==> config.mk <==
export PLATFORM = sky130hd
export DESIGN_NAME = sdi_tx_ctrl_regs
export DESIGN_NICKNAME = d
export VERILOG_FILES = /design/src/rtl/sdi_tx_ctrl_pkg.sv /design/src/rtl/sdi_tx_mux_decode.sv /design/src/rtl/sdi_tx_irq_bank.sv /design/src/rtl/sdi_tx_ctrl_regs.sv
export SDC_FILE = /design/constraint.sdc
export NUM_CORES = 1
export LEC_CHECK = 0
export BUFFER_PORTS_ARGS = -buffer_cell sky130_fd_sc_hd__buf_2
export CORE_MARGIN = 3
export CORE_UTILIZATION = 30
export DETAILED_ROUTE_END_ITERATION = 10
export RECOVER_POWER = 50
export SETUP_SLACK_MARGIN = 0.15
export SYNTH_ARGS = -nofsm -noshare
export SYNTH_HDL_FRONTEND = slang
export SYNTH_SLANG_ARGS = --single-unit
==> constraint.sdc <==
create_clock -name clk -period 2.75 [get_ports clk]
set_input_delay 0.275 -clock clk [delete_from_list [all_inputs] [get_ports clk]]
set_output_delay 0.275 -clock clk [all_outputs]
set_load 0.02 [all_outputs]
==> src/rtl/sdi_tx_ctrl_pkg.sv <==
package sdi_tx_ctrl_pkg;
    localparam int unsigned ADDR_W = 8;

    localparam logic [ADDR_W-1:0] OFS_ENA    = 8'h00;
    localparam logic [ADDR_W-1:0] OFS_CTRL   = 8'h04;
    localparam logic [ADDR_W-1:0] OFS_GIE    = 8'h0C;
    localparam logic [ADDR_W-1:0] OFS_ISR    = 8'h10;
    localparam logic [ADDR_W-1:0] OFS_IER    = 8'h14;
    localparam logic [ADDR_W-1:0] OFS_LINE   = 8'h18;
    localparam logic [ADDR_W-1:0] OFS_LUMA   = 8'h1C;
    localparam logic [ADDR_W-1:0] OFS_VER    = 8'h3C;
    localparam logic [ADDR_W-1:0] OFS_CHROMA = 8'h70;

    typedef enum logic [2:0] {
        MD_HD = 3'd0, MD_SD = 3'd1, MD_3GA = 3'd2, MD_3GB = 3'd3,
        MD_6G = 3'd4, MD_12G = 3'd5, MD_SP6 = 3'd6, MD_SP7 = 3'd7
    } vmode_e;

    localparam int unsigned CB_MODE_LO = 4;
    localparam int unsigned CB_PAT_LO  = 8;
    localparam int unsigned CB_CNT_LO  = 28;
    localparam int unsigned LINE_W     = 11;
    localparam int unsigned F2_LO      = 16;

    localparam logic [31:0] ENA_MASK    = 32'h0000_0301;
    localparam logic [31:0] CTRL_WMASK  = 32'h31BD_F0F0;
    localparam logic [31:0] LINE_MASK   = 32'h07FF_07FF;
    localparam logic [31:0] IRQ_MASK    = 32'h0000_0703;
    localparam logic [31:0] STICKY_MASK = 32'h0000_0603;
    localparam int unsigned LOCK_BIT    = 8;
endpackage

==> src/rtl/sdi_tx_mux_decode.sv <==
module sdi_tx_mux_decode
    import sdi_tx_ctrl_pkg::*;
(
    input  logic [2:0]        mode_i,
    input  logic [1:0]        cnt_i,
    output logic [2:0]        pat_o,
    output logic              bad_o,
    output logic [LINE_W-1:0] line1_o,
    output logic [LINE_W-1:0] line2_o
);
    vmode_e mode;
    assign mode = vmode_e'(mode_i);

    // cnt code: 0 -> 2, 1 -> 4, 2 -> 8, 3 -> 16 streams
    always_comb begin
        pat_o = 3'd0;
        bad_o = 1'b0;
        unique case (mode)
            MD_3GA: pat_o = 3'd0;
            MD_3GB: pat_o = 3'd1;
            MD_6G: begin
                if (cnt_i == 2'd1)      pat_o = 3'd3;
                else if (cnt_i == 2'd2) pat_o = 3'd2;
                else                    bad_o = 1'b1;
            end
            MD_12G: begin
                if (cnt_i == 2'd2) pat_o = 3'd2;
                else               bad_o = 1'b1;
            end
            default: pat_o = 3'd0;
        endcase
    end

    always_comb begin
        unique case (mode)
            MD_SD: begin
                line1_o = LINE_W'(9);
                line2_o = LINE_W'(322);
            end
            MD_SP6, MD_SP7: begin
                line1_o = '0;
                line2_o = '0;
            end
            default: begin
                line1_o = LINE_W'(10);
                line2_o = LINE_W'(572);
            end
        endcase
    end
endmodule

==> src/rtl/sdi_tx_irq_bank.sv <==
module sdi_tx_irq_bank
    import sdi_tx_ctrl_pkg::*;
(
    input  logic        clk,
    input  logic        rst_n,
    input  logic [4:0]  evt_i,
    input  logic        wr_isr_i,
    input  logic        wr_ier_i,
    input  logic        wr_gie_i,
    input  logic [31:0] wdata_i,
    output logic [31:0] isr_o,
    output logic [31:0] ier_o,
    output logic        gie_o,
    output logic        irq_o
);
    typedef struct packed {
        logic [31:0] isr;
        logic [31:0] ier;
        logic        gie;
    } irq_st_t;

    irq_st_t q, d;
    logic [31:0] set_v;

    always_comb begin
        set_v     = '0;
        set_v[0]  = evt_i[0];
        set_v[1]  = evt_i[1];
        set_v[9]  = evt_i[3];
        set_v[10] = evt_i[4];

        d = q;
        if (wr_isr_i) d.isr = q.isr & ~(wdata_i & STICKY_MASK);
        d.isr = (d.isr | set_v) & STICKY_MASK;
        d.isr[LOCK_BIT] = evt_i[2];
        if (wr_ier_i) d.ier = wdata_i & IRQ_MASK;
        if (wr_gie_i) d.gie = wdata_i[0];
    end

    always_ff @(posedge clk) begin
        if (!rst_n) q <= '0;
        else        q <= d;
    end

    assign isr_o = q.isr;
    assign ier_o = q.ier;
    assign gie_o = q.gie;
    assign irq_o = q.gie & (|(q.isr & q.ier));


    sticky_hold_chk: assert property (@(posedge clk) disable iff (!rst_n)
        (isr_o[0] && !(wr_isr_i && wdata_i[0])) |=> isr_o[0]);


    set_wins_chk: assert property (@(posedge clk) disable iff (!rst_n)
        evt_i[4] |=> isr_o[10]);


    lock_follow_chk: assert property (@(posedge clk) disable iff (!rst_n)
        1'b1 |=> (isr_o[LOCK_BIT] == $past(evt_i[2])));
endmodule

==> src/rtl/sdi_tx_ctrl_regs.sv <==
module sdi_tx_ctrl_regs
    import sdi_tx_ctrl_pkg::*;
#(
    parameter int unsigned NSTRM   = 8,
    parameter logic [31:0] VERSION = 32'h0001_0200
) (
    input  logic                  clk,
    input  logic                  rst_n,
    input  logic                  bus_we,
    input  logic [ADDR_W-1:0]     bus_addr,
    input  logic [31:0]           bus_wdata,
    output logic [31:0]           bus_rdata,
    input  logic [4:0]            evt_in,
    output logic                  irq_out,
    output logic                  core_en,
    output logic                  bridge_en,
    output logic                  strm_en,
    output logic [31:0]           ctrl_word,
    output logic                  cfg_bad,
    output logic [LINE_W-1:0]     line_f1,
    output logic [LINE_W-1:0]     line_f2,
    output logic [NSTRM*32-1:0]   luma_pay,
    output logic [NSTRM*32-1:0]   chroma_pay
);
    localparam int unsigned PAY_W = NSTRM * 32;

    typedef struct packed {
        logic [31:0]             ena;
        logic [31:0]             ctrl;
        logic                    bad;
        logic [31:0]             line;
        logic [NSTRM-1:0][31:0]  luma;
        logic [NSTRM-1:0][31:0]  chroma;
    } reg_st_t;

    reg_st_t q, d;

    logic [2:0]        dec_pat;
    logic              dec_bad;
    logic [LINE_W-1:0] dec_l1, dec_l2;
    logic [31:0]       isr_v, ier_v;
    logic              gie_v;

    sdi_tx_mux_decode u_dec (
        .mode_i  (bus_wdata[CB_MODE_LO+2:CB_MODE_LO]),
        .cnt_i   (bus_wdata[CB_CNT_LO+1:CB_CNT_LO]),
        .pat_o   (dec_pat),
        .bad_o   (dec_bad),
        .line1_o (dec_l1),
        .line2_o (dec_l2)
    );

    sdi_tx_irq_bank u_irq (
        .clk      (clk),
        .rst_n    (rst_n),
        .evt_i    (evt_in),
        .wr_isr_i (bus_we && (bus_addr == OFS_ISR)),
        .wr_ier_i (bus_we && (bus_addr == OFS_IER)),
        .wr_gie_i (bus_we && (bus_addr == OFS_GIE)),
        .wdata_i  (bus_wdata),
        .isr_o    (isr_v),
        .ier_o    (ier_v),
        .gie_o    (gie_v),
        .irq_o    (irq_out)
    );

    always_comb begin
        d = q;
        if (bus_we) begin
            if (bus_addr == OFS_ENA) begin
                d.ena = bus_wdata & ENA_MASK;
            end else if (bus_addr == OFS_CTRL) begin
                if (dec_bad) begin
                    d.bad = 1'b1;
                end else begin
                    d.ctrl = (bus_wdata & CTRL_WMASK) | (32'(dec_pat) << CB_PAT_LO);
                    d.bad  = 1'b0;
                    d.line = (32'(dec_l2) << F2_LO) | 32'(dec_l1);
                end
            end else if (bus_addr == OFS_LINE) begin
                d.line = bus_wdata & LINE_MASK;
            end
            for (int i = 0; i < NSTRM; i++) begin
                if (bus_addr == ADDR_W'(OFS_LUMA + 4 * i))   d.luma[i]   = bus_wdata;
                if (bus_addr == ADDR_W'(OFS_CHROMA + 4 * i)) d.chroma[i] = bus_wdata;
            end
        end
    end

    always_ff @(posedge clk) begin
        if (!rst_n) q <= '0;
        else        q <= d;
    end

    always_comb begin
        bus_rdata = '0;
        case (bus_addr)
            OFS_ENA:  bus_rdata = q.ena;
            OFS_CTRL: bus_rdata = q.ctrl | {q.bad, 31'b0};
            OFS_GIE:  bus_rdata = {31'b0, gie_v};
            OFS_ISR:  bus_rdata = isr_v;
            OFS_IER:  bus_rdata = ier_v;
            OFS_LINE: bus_rdata = q.line;
            OFS_VER:  bus_rdata = VERSION;
            default:  bus_rdata = '0;
        endcase
        for (int i = 0; i < NSTRM; i++) begin
            if (bus_addr == ADDR_W'(OFS_LUMA + 4 * i))   bus_rdata = q.luma[i];
            if (bus_addr == ADDR_W'(OFS_CHROMA + 4 * i)) bus_rdata = q.chroma[i];
        end
    end

    assign core_en    = q.ena[0];
    assign bridge_en  = q.ena[8];
    assign strm_en    = q.ena[9];
    assign ctrl_word  = q.ctrl;
    assign cfg_bad    = q.bad;
    assign line_f1    = q.line[LINE_W-1:0];
    assign line_f2    = q.line[F2_LO+LINE_W-1:F2_LO];
    assign luma_pay   = PAY_W'(q.luma);
    assign chroma_pay = PAY_W'(q.chroma);


    ena_zero_chk: assert property (@(posedge clk) disable iff (!rst_n)
        (bus_we && bus_addr == OFS_ENA && bus_wdata == 32'd0)
            |=> (!core_en && !bridge_en && !strm_en));


    bad_hold_chk: assert property (@(posedge clk) disable iff (!rst_n)
        (bus_we && bus_addr == OFS_CTRL && dec_bad)
            |=> ($stable(ctrl_word) && $stable(line_f1) && cfg_bad));
endmodule

=== Yosys cells after proc, flatten, opt, wreduce, memory -nomap -nowiden ===
Cells that the tools add are included.

* Register bits: 591
* Input port bits: 48

* Equality and inequality tests: 31
* Mux-type cells: 30
* Bitwise operators: 10
* Reduce and logical (&&, ||, !) cells: 27

{| class="wikitable"
|+ Operators with widths
! operator !! count
|-
| two-way mux 32 bit || 19
|-
| case mux 32 bit (7 select lines) || 1
|-
| == test 8 x 6 -> 1 bit (second input constant) || 8
|-
| AND reduction 2 bit || 17
|-
| == test 8 x 5 -> 1 bit (second input constant) || 4
|-
| == test 8 x 7 -> 1 bit (second input constant) || 4
|-
| == test 8 bit (second input constant) || 4
|-
| OR 32 bit || 1
|-
| OR reduction 32 bit || 1
|-
| OR 30 x 11 -> 30 bit || 1
|-
| OR 27 x 11 -> 27 bit || 1
|-
| AND 11 bit || 2
|-
| case mux 10 bit (2 select lines) || 1
|-
| == test 3 bit (second input constant) || 4
|-
| two-way mux 11 bit || 1
|-
| inverter 11 bit || 1
|-
| OR 11 bit || 1
|-
| case mux 3 bit (3 select lines) || 1
|-
| == test 8 x 3 -> 1 bit (second input constant) || 1
|-
| == test 8 x 4 -> 1 bit (second input constant) || 1
|-
| zero test 8 bit || 1
|-
| case mux 4 bit (2 select lines) || 1
|-
| AND reduction 4 bit || 2
|-
| == test 3 x 1 -> 1 bit (second input constant) || 1
|-
| 14 further kinds || 19
|}

=== Longest topological paths before layout ===
Gate-level depths: netlist of the first run.

* Word-level depth: 18
* Mapped depth: 11
* Gate-level depth less buffers: 8

=== Cells and area by module ===
From an unflattened synthesis of the first run, not the netlist that was laid out.

* Cell total of the unflattened synthesis: 3763
* Area total of the unflattened synthesis: 28773.8 um^2

{| class="wikitable"
|+ By module, submodules not included
! module !! instances !! cells each !! area an instance (um^2) !! seq. area each (um^2)
|-
| sdi_tx_ctrl_regs || 1 || 3635 || 27684.1 || 11170.7
|-
| sdi_tx_irq_bank || 1 || 92 || 830.8 || 220.2
|-
| sdi_tx_mux_decode || 1 || 36 || 259.0 || 0.0
|}

=== Least setup slack after synthesis of the first run ===
OpenSTA, ideal clock, no wires.

* Kind: input-to-output
* Start: input port bus_addr[3]
* End: output port bus_rdata[27]
* Arrival time: 2.238 ns
* Required time: 2.475 ns
* Slack: 0.237 ns
* Stages: 8
* Cell sequence: buf_4 or4b_1 buf_2 buf_2 buf_6 o221ai_1 a21oi_1 o31ai_1

* Longest elaborated chain between the ends: 18

{| class="wikitable"
|+ Ends and longest elaborated chain
! what !! RTL line !! RTL
|-
| from (decl) || sdi_tx_ctrl_regs.sv:10 || <nowiki>input logic [ADDR_W-1:0] bus_addr,</nowiki>
|-
| == test 8 x 6 -> 1 bit (tied with other cells) || sdi_tx_ctrl_regs.sv:97 || <nowiki>case (bus_addr)</nowiki>
|-
| case mux 32 bit (7 select lines) || sdi_tx_ctrl_regs.sv:97 ||
|-
| two-way mux 32 bit || sdi_tx_ctrl_regs.sv:108 || <nowiki>if (bus_addr == ADDR_W'(OFS_LUMA + 4 * i)) bus_rdata = q.luma[i];</nowiki>
|-
| two-way mux 32 bit || sdi_tx_ctrl_regs.sv:109 || <nowiki>if (bus_addr == ADDR_W'(OFS_CHROMA + 4 * i)) bus_rdata = q.chroma[i];</nowiki>
|-
| two-way mux 32 bit || sdi_tx_ctrl_regs.sv:108 ||
|-
| two-way mux 32 bit || sdi_tx_ctrl_regs.sv:109 ||
|-
| two-way mux 32 bit || sdi_tx_ctrl_regs.sv:108 ||
|-
| two-way mux 32 bit || sdi_tx_ctrl_regs.sv:109 ||
|-
| [... 2 more ...] || n/a ||
|-
| two-way mux 32 bit || sdi_tx_ctrl_regs.sv:108 ||
|-
| two-way mux 32 bit || sdi_tx_ctrl_regs.sv:109 ||
|-
| two-way mux 32 bit || sdi_tx_ctrl_regs.sv:108 ||
|-
| two-way mux 32 bit || sdi_tx_ctrl_regs.sv:109 ||
|-
| two-way mux 32 bit || sdi_tx_ctrl_regs.sv:108 ||
|-
| two-way mux 32 bit || sdi_tx_ctrl_regs.sv:109 ||
|-
| two-way mux 32 bit || sdi_tx_ctrl_regs.sv:108 ||
|-
| two-way mux 32 bit * || sdi_tx_ctrl_regs.sv:109 ||
|-
| to (decl) || sdi_tx_ctrl_regs.sv:12 || <nowiki>output logic [31:0] bus_rdata,</nowiki>
|}

Every way passes the cells marked *; elsewhere a longest branch is shown, timed or not.

=== Worst setup path in the final report of the first run ===
* Start: input port bus_addr[5]
* End: output port bus_rdata[8]

The elaborated chain is that of the path after synthesis.

==> impl_metrics.toml, run 1 <==
[job]
drv_cap = 1

[global_route]
antenna_found_initial = 1
grt_use_total_pct = 33.2
grt-ovfl-total = 0
grt_start_max_net_pins = 122
grt_pass1_vias = 29400
grt_pass1_wl_um = 227000

[worst_setup_path]
cp_slowest_stage_delay_ps = 490
cp.arrival_ps = 2670
r2r_setup_slack_ps = 1870
crit_family = "buffers and inverters"
path_class = "in2out"
ff2ff_path_depth = 2
required_ps = 2480
r2r_start = "chroma_pay[140]"
r2r_end = "chroma_pay[140]"
critPathMaxFanout = 7
critPathBufInv = 5
end_kind = "primary output"
crit_start = "bus_addr[5]"
crit_path_start_kind = "input pin"
path_cells = "buf_6, or4b_1, clkbuf_1, buf_4, nor2_1, and4_1, a2111oi_1, o211ai_1, buf_4, a31o_4, buf_6"
crit_cells = 11
crit_end = "bus_rdata[8]"
critPathSlowestCell = "a2111oi_1"

[yosys]
yosysWarnings = 0
synthesis.area_um2 = 27400
syn_inst = 3479
ys_ff_latch = 568
yosysSeqAreaShare_pct = 41.6
synth_most_common_cell = "nand2_1"
synthFlopType = "dfxtp_1"
ys_top_cells_by_area = "dfxtp_1 (42%), nand2_1 (15%), a21boi_0 (13%), clkbuf_1 (3.0%), a21oi_1 (2.5%)"
yosysTopAreaCell = "dfxtp_1"
synth_top_area_share_pct = 41.6
avgSynthCellArea_um2 = 7.86
yosysUniqueCellTypes = 84
synth_common_cells = "nand2_1 (1127), dfxtp_1 (568), a21boi_0 (466)"
postSynth.asyncResetShare_pct = 0
synth_edf_count = 0

[timing]
holdWs_ps = 140
final.setup_skew_ps = 0
rsz0062_at_grt = "yes"
fin_crit_sh_pct = 107
worstMarginPinSlew_ps = 2160
fmax_mhz = 339
slew_headroom_pct = -44.1
finalCriticalPeriod_ps = 2950
fin_ws_ps = -197
finalSetupViolCount = 25
hold_viol = 0
finalMaxSlewViolations = 122

[clock_network]
cts.sinks = 568
cts_tree = "done"
cts-root-buf = "clkbuf_16"
htreeDepth = 3
cts_buffers = 67
clock_latency_ps = 600
clock_tree.buffer_depth = 3
clk_pin_slew_ps = 60

[pwr]
static-leakage-power_nw = 13.9
max-vdd-ir-drop_mv = 0.361
power.density_nw_per_um2 = 484

[final_layout]
layout.cells.non_filler = 5568
nNetsFinal = 4390
drive_gt1_share_pct = 23.5
synthToLayoutAreaGrowth_pct = 43.0
antenna_cells = 0
num-fill-cells = 9279
fin_area_um2 = 39100
final_util_pct = 43.3

[routing]
drtIter0Drc = 3805
ant_nets = 0
postRouteWirelength_um = 167000
vias = 31600
avgRoutedWirePerCell_um = 30.0
drtPass1Iterations = 6
via_per_inst = 5.67
drcViolationCount = 0

[floorplanning]
rows = 110
coreArea_um2 = 90300
start_util_pct = 30.3
ios = 651
chipHeight_um = 308
fp.dieArea_um2 = 94900
fp.dieW_um = 308

[placement]
placed_cell_area_um2 = 33900
hpwlAfterDp_um = 125000
port_buffers = 637
dp.cells = 5317
gp_congestion = 0.994
dp_slack_ps = -559

[worst_hold_path]
hp-class = "in2reg"

[outcome]
violations = "max-capacitance violations, max-slew violations, negative setup slack"
status = "finished with violations"
[stage by stage]
| step | TNS (ps) | total power (W) |
|---|---|---|
| floorplan | 0 | 0.00909 |
| global placement | -7600 | 0.00968 |
| detailed placement | -7800 | 0.00968 |
| CTS | -685 | 0.0189 |
| global route | -3030 | 0.0194 |
| finish | -1970 | 0.0190 |
[how the worst min path moves through the flow]
stage	cells after the start	end	slack [ps]	from
3_3_place_gp	2	luma_pay[127]	450	luma_pay[127]
2_1_floorplan	1	u_irq.isr_o[8]	400	evt_in[2]
5_1_grt	3	chroma_pay[171]	140	bus_wdata[11]
4_1_cts	2	chroma_pay[222]	80	rst_n
3_5_place_dp	2	luma_pay[152]	460	luma_pay[152]
6_report	3	chroma_pay[235]	140	bus_wdata[11]
[sequential cells by signal, summed over array words and instances (netlist names)]
signal	count
strm_en	1
u_irq.gie_o	1
u_irq.ier_o	5
line_f2	11
ctrl_word	19
chroma_pay	256
u_irq.isr_o	5
luma_pay	256
cfg_bad	1
bridge_en	1
line_f1	11
core_en	1
[report_power, final]
group | switching [W] | total (W) | leakage, nW | internal [W]
Combinational | 0.000937 | 0.00152 | 8.19 | 0.000585
Clock | 0.00386 | 0.00917 | 1.09 | 0.00532
Sequential | 0.0000192 | 0.00826 | 4.59 | 0.00824
[cells in the final DEF (no fill, tap or decap), types with 47 or more instances in the layout]
cell / Yosys / routed
nand2_1: 1127 / 1114
dfxtp_1: 568 / 545
clkbuf_1: 216 / 522
a21boi_0: 466 / 469
buf_4: 27 / 325
buf_6: 7 / 106
buf_2: 121 / 104
a21oi_1: 134 / 97
clkbuf_16: 0 / 74
buf_12: 0 / 73
o21ai_0: 101 / 66
a22oi_1: 74 / 62
nor2_1: 64 / 51
o22ai_1: 62 / 47
[cell type report]
cell class	instances	area (µm²)	area share, %
Clock buffer	97	1940	4.97
Clock inverter	24	267	0.681
Inverter	6	22.5	0.0576
Multi-Input combinational cell	2541	15800	40.4
Sequential cell	568	11400	29.2
Tap cell	1176	1470	3.76
Timing Repair Buffer	1156	8210	21.0
[tightest hold or removal path, delay by kind of cell]
kind	cells	cell delay [ps]
buffers and inverters	1	260
AOI/OAI and AO/OA	1	60
and+or+nand+nor	1	110
[timing repair]
| item | in CTS | in global routing |
|---|---|---|
| gates resized for setup | 353 | 236 |
| setup endpoints to repair | 32 | 32 |
| hold buffers | 7 | 0 |
| hold endpoints to repair | 8 | 0 |
| pin swaps | 99 | 115 |
| gates cloned | 4 | 4 |
| buffers inserted | 53 | 62 |
[logic make-up after synthesis]
logic type | Yosys count | share of synthesized area, %
compound gates | 1114 | 29.0
other cells | 1 | 0.0137
flops | 568 | 41.6
simple gates | 1353 | 20.7
fa+ha+maj | 2 | 0.0915
buf+inv | 382 | 6.36
mux | 59 | 2.29
[layer usage]
layer / share of wire [%] / GRT usage, %
met1: 38 / 40.2
met2: 45 / 53.4
met5: 0 / 0
met3: 10 / 9.43
met4: 6.9 / 18.2
Power figures use the tool's default switching activity.
==> inputs of run 2 (changes only) <==
clock period = 2.62 ns   (was 2.75 ns; I/O delays follow)
==> run 2 against run 1 <==
Against the previous run:
- the flow still finishes with violations (max-capacitance violations, max-slew violations, negative setup slack)
- critical path depth shrank 4
- cell count is essentially flat
- combinational power up 9%
- utilization is 0.58 points higher
- largest cell class unchanged
- register-to-register slack worse by 140 ps
- largest power group unchanged
- setup slack worse by 150 ps
- count of clock-buffer cells in the layout grew 2
- critical path type is now reg2out
- flip-flop and latch count did not move
- via count grew 0.21%
- power rose by 6.7%
==> impl_metrics.toml, run 2 (same netlist as run 1, synthesis figures left out) <==
[timing]
rsz0062_at_grt = "yes"
setup_tns_ps = -4060
fmax_mhz = 337
worstMarginPinSlew_ps = 1870
hold_viol = 0
fin_ws_ps = -346
finalCriticalPeriod_ps = 2970
slew_headroom_pct = -24.7
finalSetupViolCount = 27
finalMaxSlewViolations = 66
holdWs_ps = 121
fin_crit_sh_pct = 113
final.setup_skew_ps = 0

[floorplanning]
ios = 651
start_util_pct = 30.3
fp.dieArea_um2 = 94900
fp.dieW_um = 308
rows = 110
coreArea_um2 = 90300
chipHeight_um = 308

[placement]
port_buffers = 637
hpwlAfterDp_um = 125000
placed_cell_area_um2 = 34100
gp_congestion = 0.963
dp.cells = 5324

[global_route]
grt-ovfl-total = 0
grt_use_total_pct = 34.2
grt_start_max_net_pins = 98
grt_pass1_vias = 29800
grt_pass1_wl_um = 233000
antenna_found_initial = 6

[clock_network]
clock_latency_ps = 610
cts.sinks = 568
clock_tree.buffer_depth = 3
htreeDepth = 3
clk_pin_slew_ps = 70
cts_buffers = 67
cts-root-buf = "clkbuf_16"
cts_tree = "done"

[routing]
via_per_inst = 5.69
postRouteWirelength_um = 170000
drcViolationCount = 0
ant_nets = 0
drtIter0Drc = 3758
vias = 31700
avgRoutedWirePerCell_um = 30.6
drtPass1Iterations = 6

[worst_setup_path]
cp.arrival_ps = 2700
path_class = "reg2out"
ff2ff_path_depth = 2
crit_path_start_kind = "register"
r2r_start = "luma_pay[110]"
required_ps = 2360
r2r_setup_slack_ps = 1730
r2r_end = "luma_pay[110]"
critPathMaxFanout = 2
end_kind = "primary output"

[outcome]
violations = "max-capacitance violations, max-slew violations, negative setup slack"
status = "finished with violations"

[final_layout]
fin_area_um2 = 39700
layout_commonest_cell = "nand2_1"
synthToLayoutAreaGrowth_pct = 45.0
nNetsFinal = 4390
final_util_pct = 43.9
layout.cells.non_filler = 5565
final_cell_mix = "nand2_1 (1106), dfxtp_1 (548), clkbuf_1 (544), a21boi_0 (466), buf_4 (315)"
num-fill-cells = 9190
drive_gt1_share_pct = 23.5

[pwr]
p_sw_w = 0.00513
p_clk_share_pct = 49.0
pwr-share-seq_pct = 42.8
max-vdd-ir-drop_mv = 0.391
p_int_w = 0.0151
p_comb_share_pct = 8.2
power.density_nw_per_um2 = 510
static-leakage-power_nw = 13.9
switching_share_pct = 25.4

[worst_hold_path]
min_to = "luma_pay[195]"
hp-start = "bus_wdata[3]"
hp-class = "in2reg"
whs_path_depth = 3

[job]
drv_cap = 1
## run 2: power by group through the flow
stage	clock (W)	combinational [W]	sequential, W
floorplan	0	0.000673	0.00887
global placement	0	0.00132	0.00886
finish	0.00991	0.00166	0.00867
global route	0.0103	0.00169	0.00867
detailed placement	0	0.00132	0.00886
CTS	0.00993	0.00154	0.00867
## run 2: per-stage QoR
stage          setup slack, ps  power (W)
2_1_floorplan              161    0.00954
3_3_place_gp              -702     0.0102
3_5_place_dp              -692     0.0102
4_1_cts                   -287     0.0201
5_1_grt                   -351     0.0206
6_report                  -346     0.0202
## run 2: critical path: stages (launching register included)
cell	delay, ps
dfxtp_2	330
a222oi_1	380
o22ai_2	190
o211ai_1	410
a211oi_2	160
buf_4	160
a221o_1	290
buf_6	150
## run 2: routing by layer
| metal | GRT usage [%] | share of wire [%] | routed length (µm) | up-vias |
|---|---|---|---|---|
| met5 | 0 | 0.022 | 37 | - |
| met2 | 54.2 | 44 | 75100 | 2022 |
| met3 | 10.7 | 11 | 18500 | 564 |
| li1 | - | - | - | 13700 |
| met4 | 19.8 | 7.3 | 12400 | 6 |
| met1 | 40.7 | 38 | 64300 | 15400 |
## run 2: area by class of cell
type | count | area, µm² | area share, %
inverters | 6 | 22.5 | 0.0568
clock buffers | 99 | 2040 | 5.15
diodes | 1 | 2.50 | 0.00631
well taps | 1176 | 1470 | 3.71
clock inverters | 18 | 236 | 0.596
repair buffers | 1155 | 8310 | 21.0
multi-input cells | 2542 | 16200 | 40.8
flip-flops and latches | 568 | 11400 | 28.7
## run 2: how the worst max path moves through the flow
stage	startpoint	cells past startpoint	end
floorplan	bus_addr[3]	9	bus_rdata[18]
global placement	bus_addr[2]	14	bus_rdata[5]
detailed placement	bus_addr[0]	12	bus_rdata[4]
CTS	luma_pay[76]	7	bus_rdata[12]
global route	luma_pay[76]	7	bus_rdata[12]
finish	luma_pay[77]	7	bus_rdata[13]
## run 2: timing repair
action | CTS | global route
pin swaps | 135 | 99
gates resized for setup | 517 | 129
setup buffers | 73 | 31
endpoints found under the setup margin | 32 | 32
hold buffers | 7 | 0
endpoints found under the hold margin | 7 | 0
cloned | 10 | 2
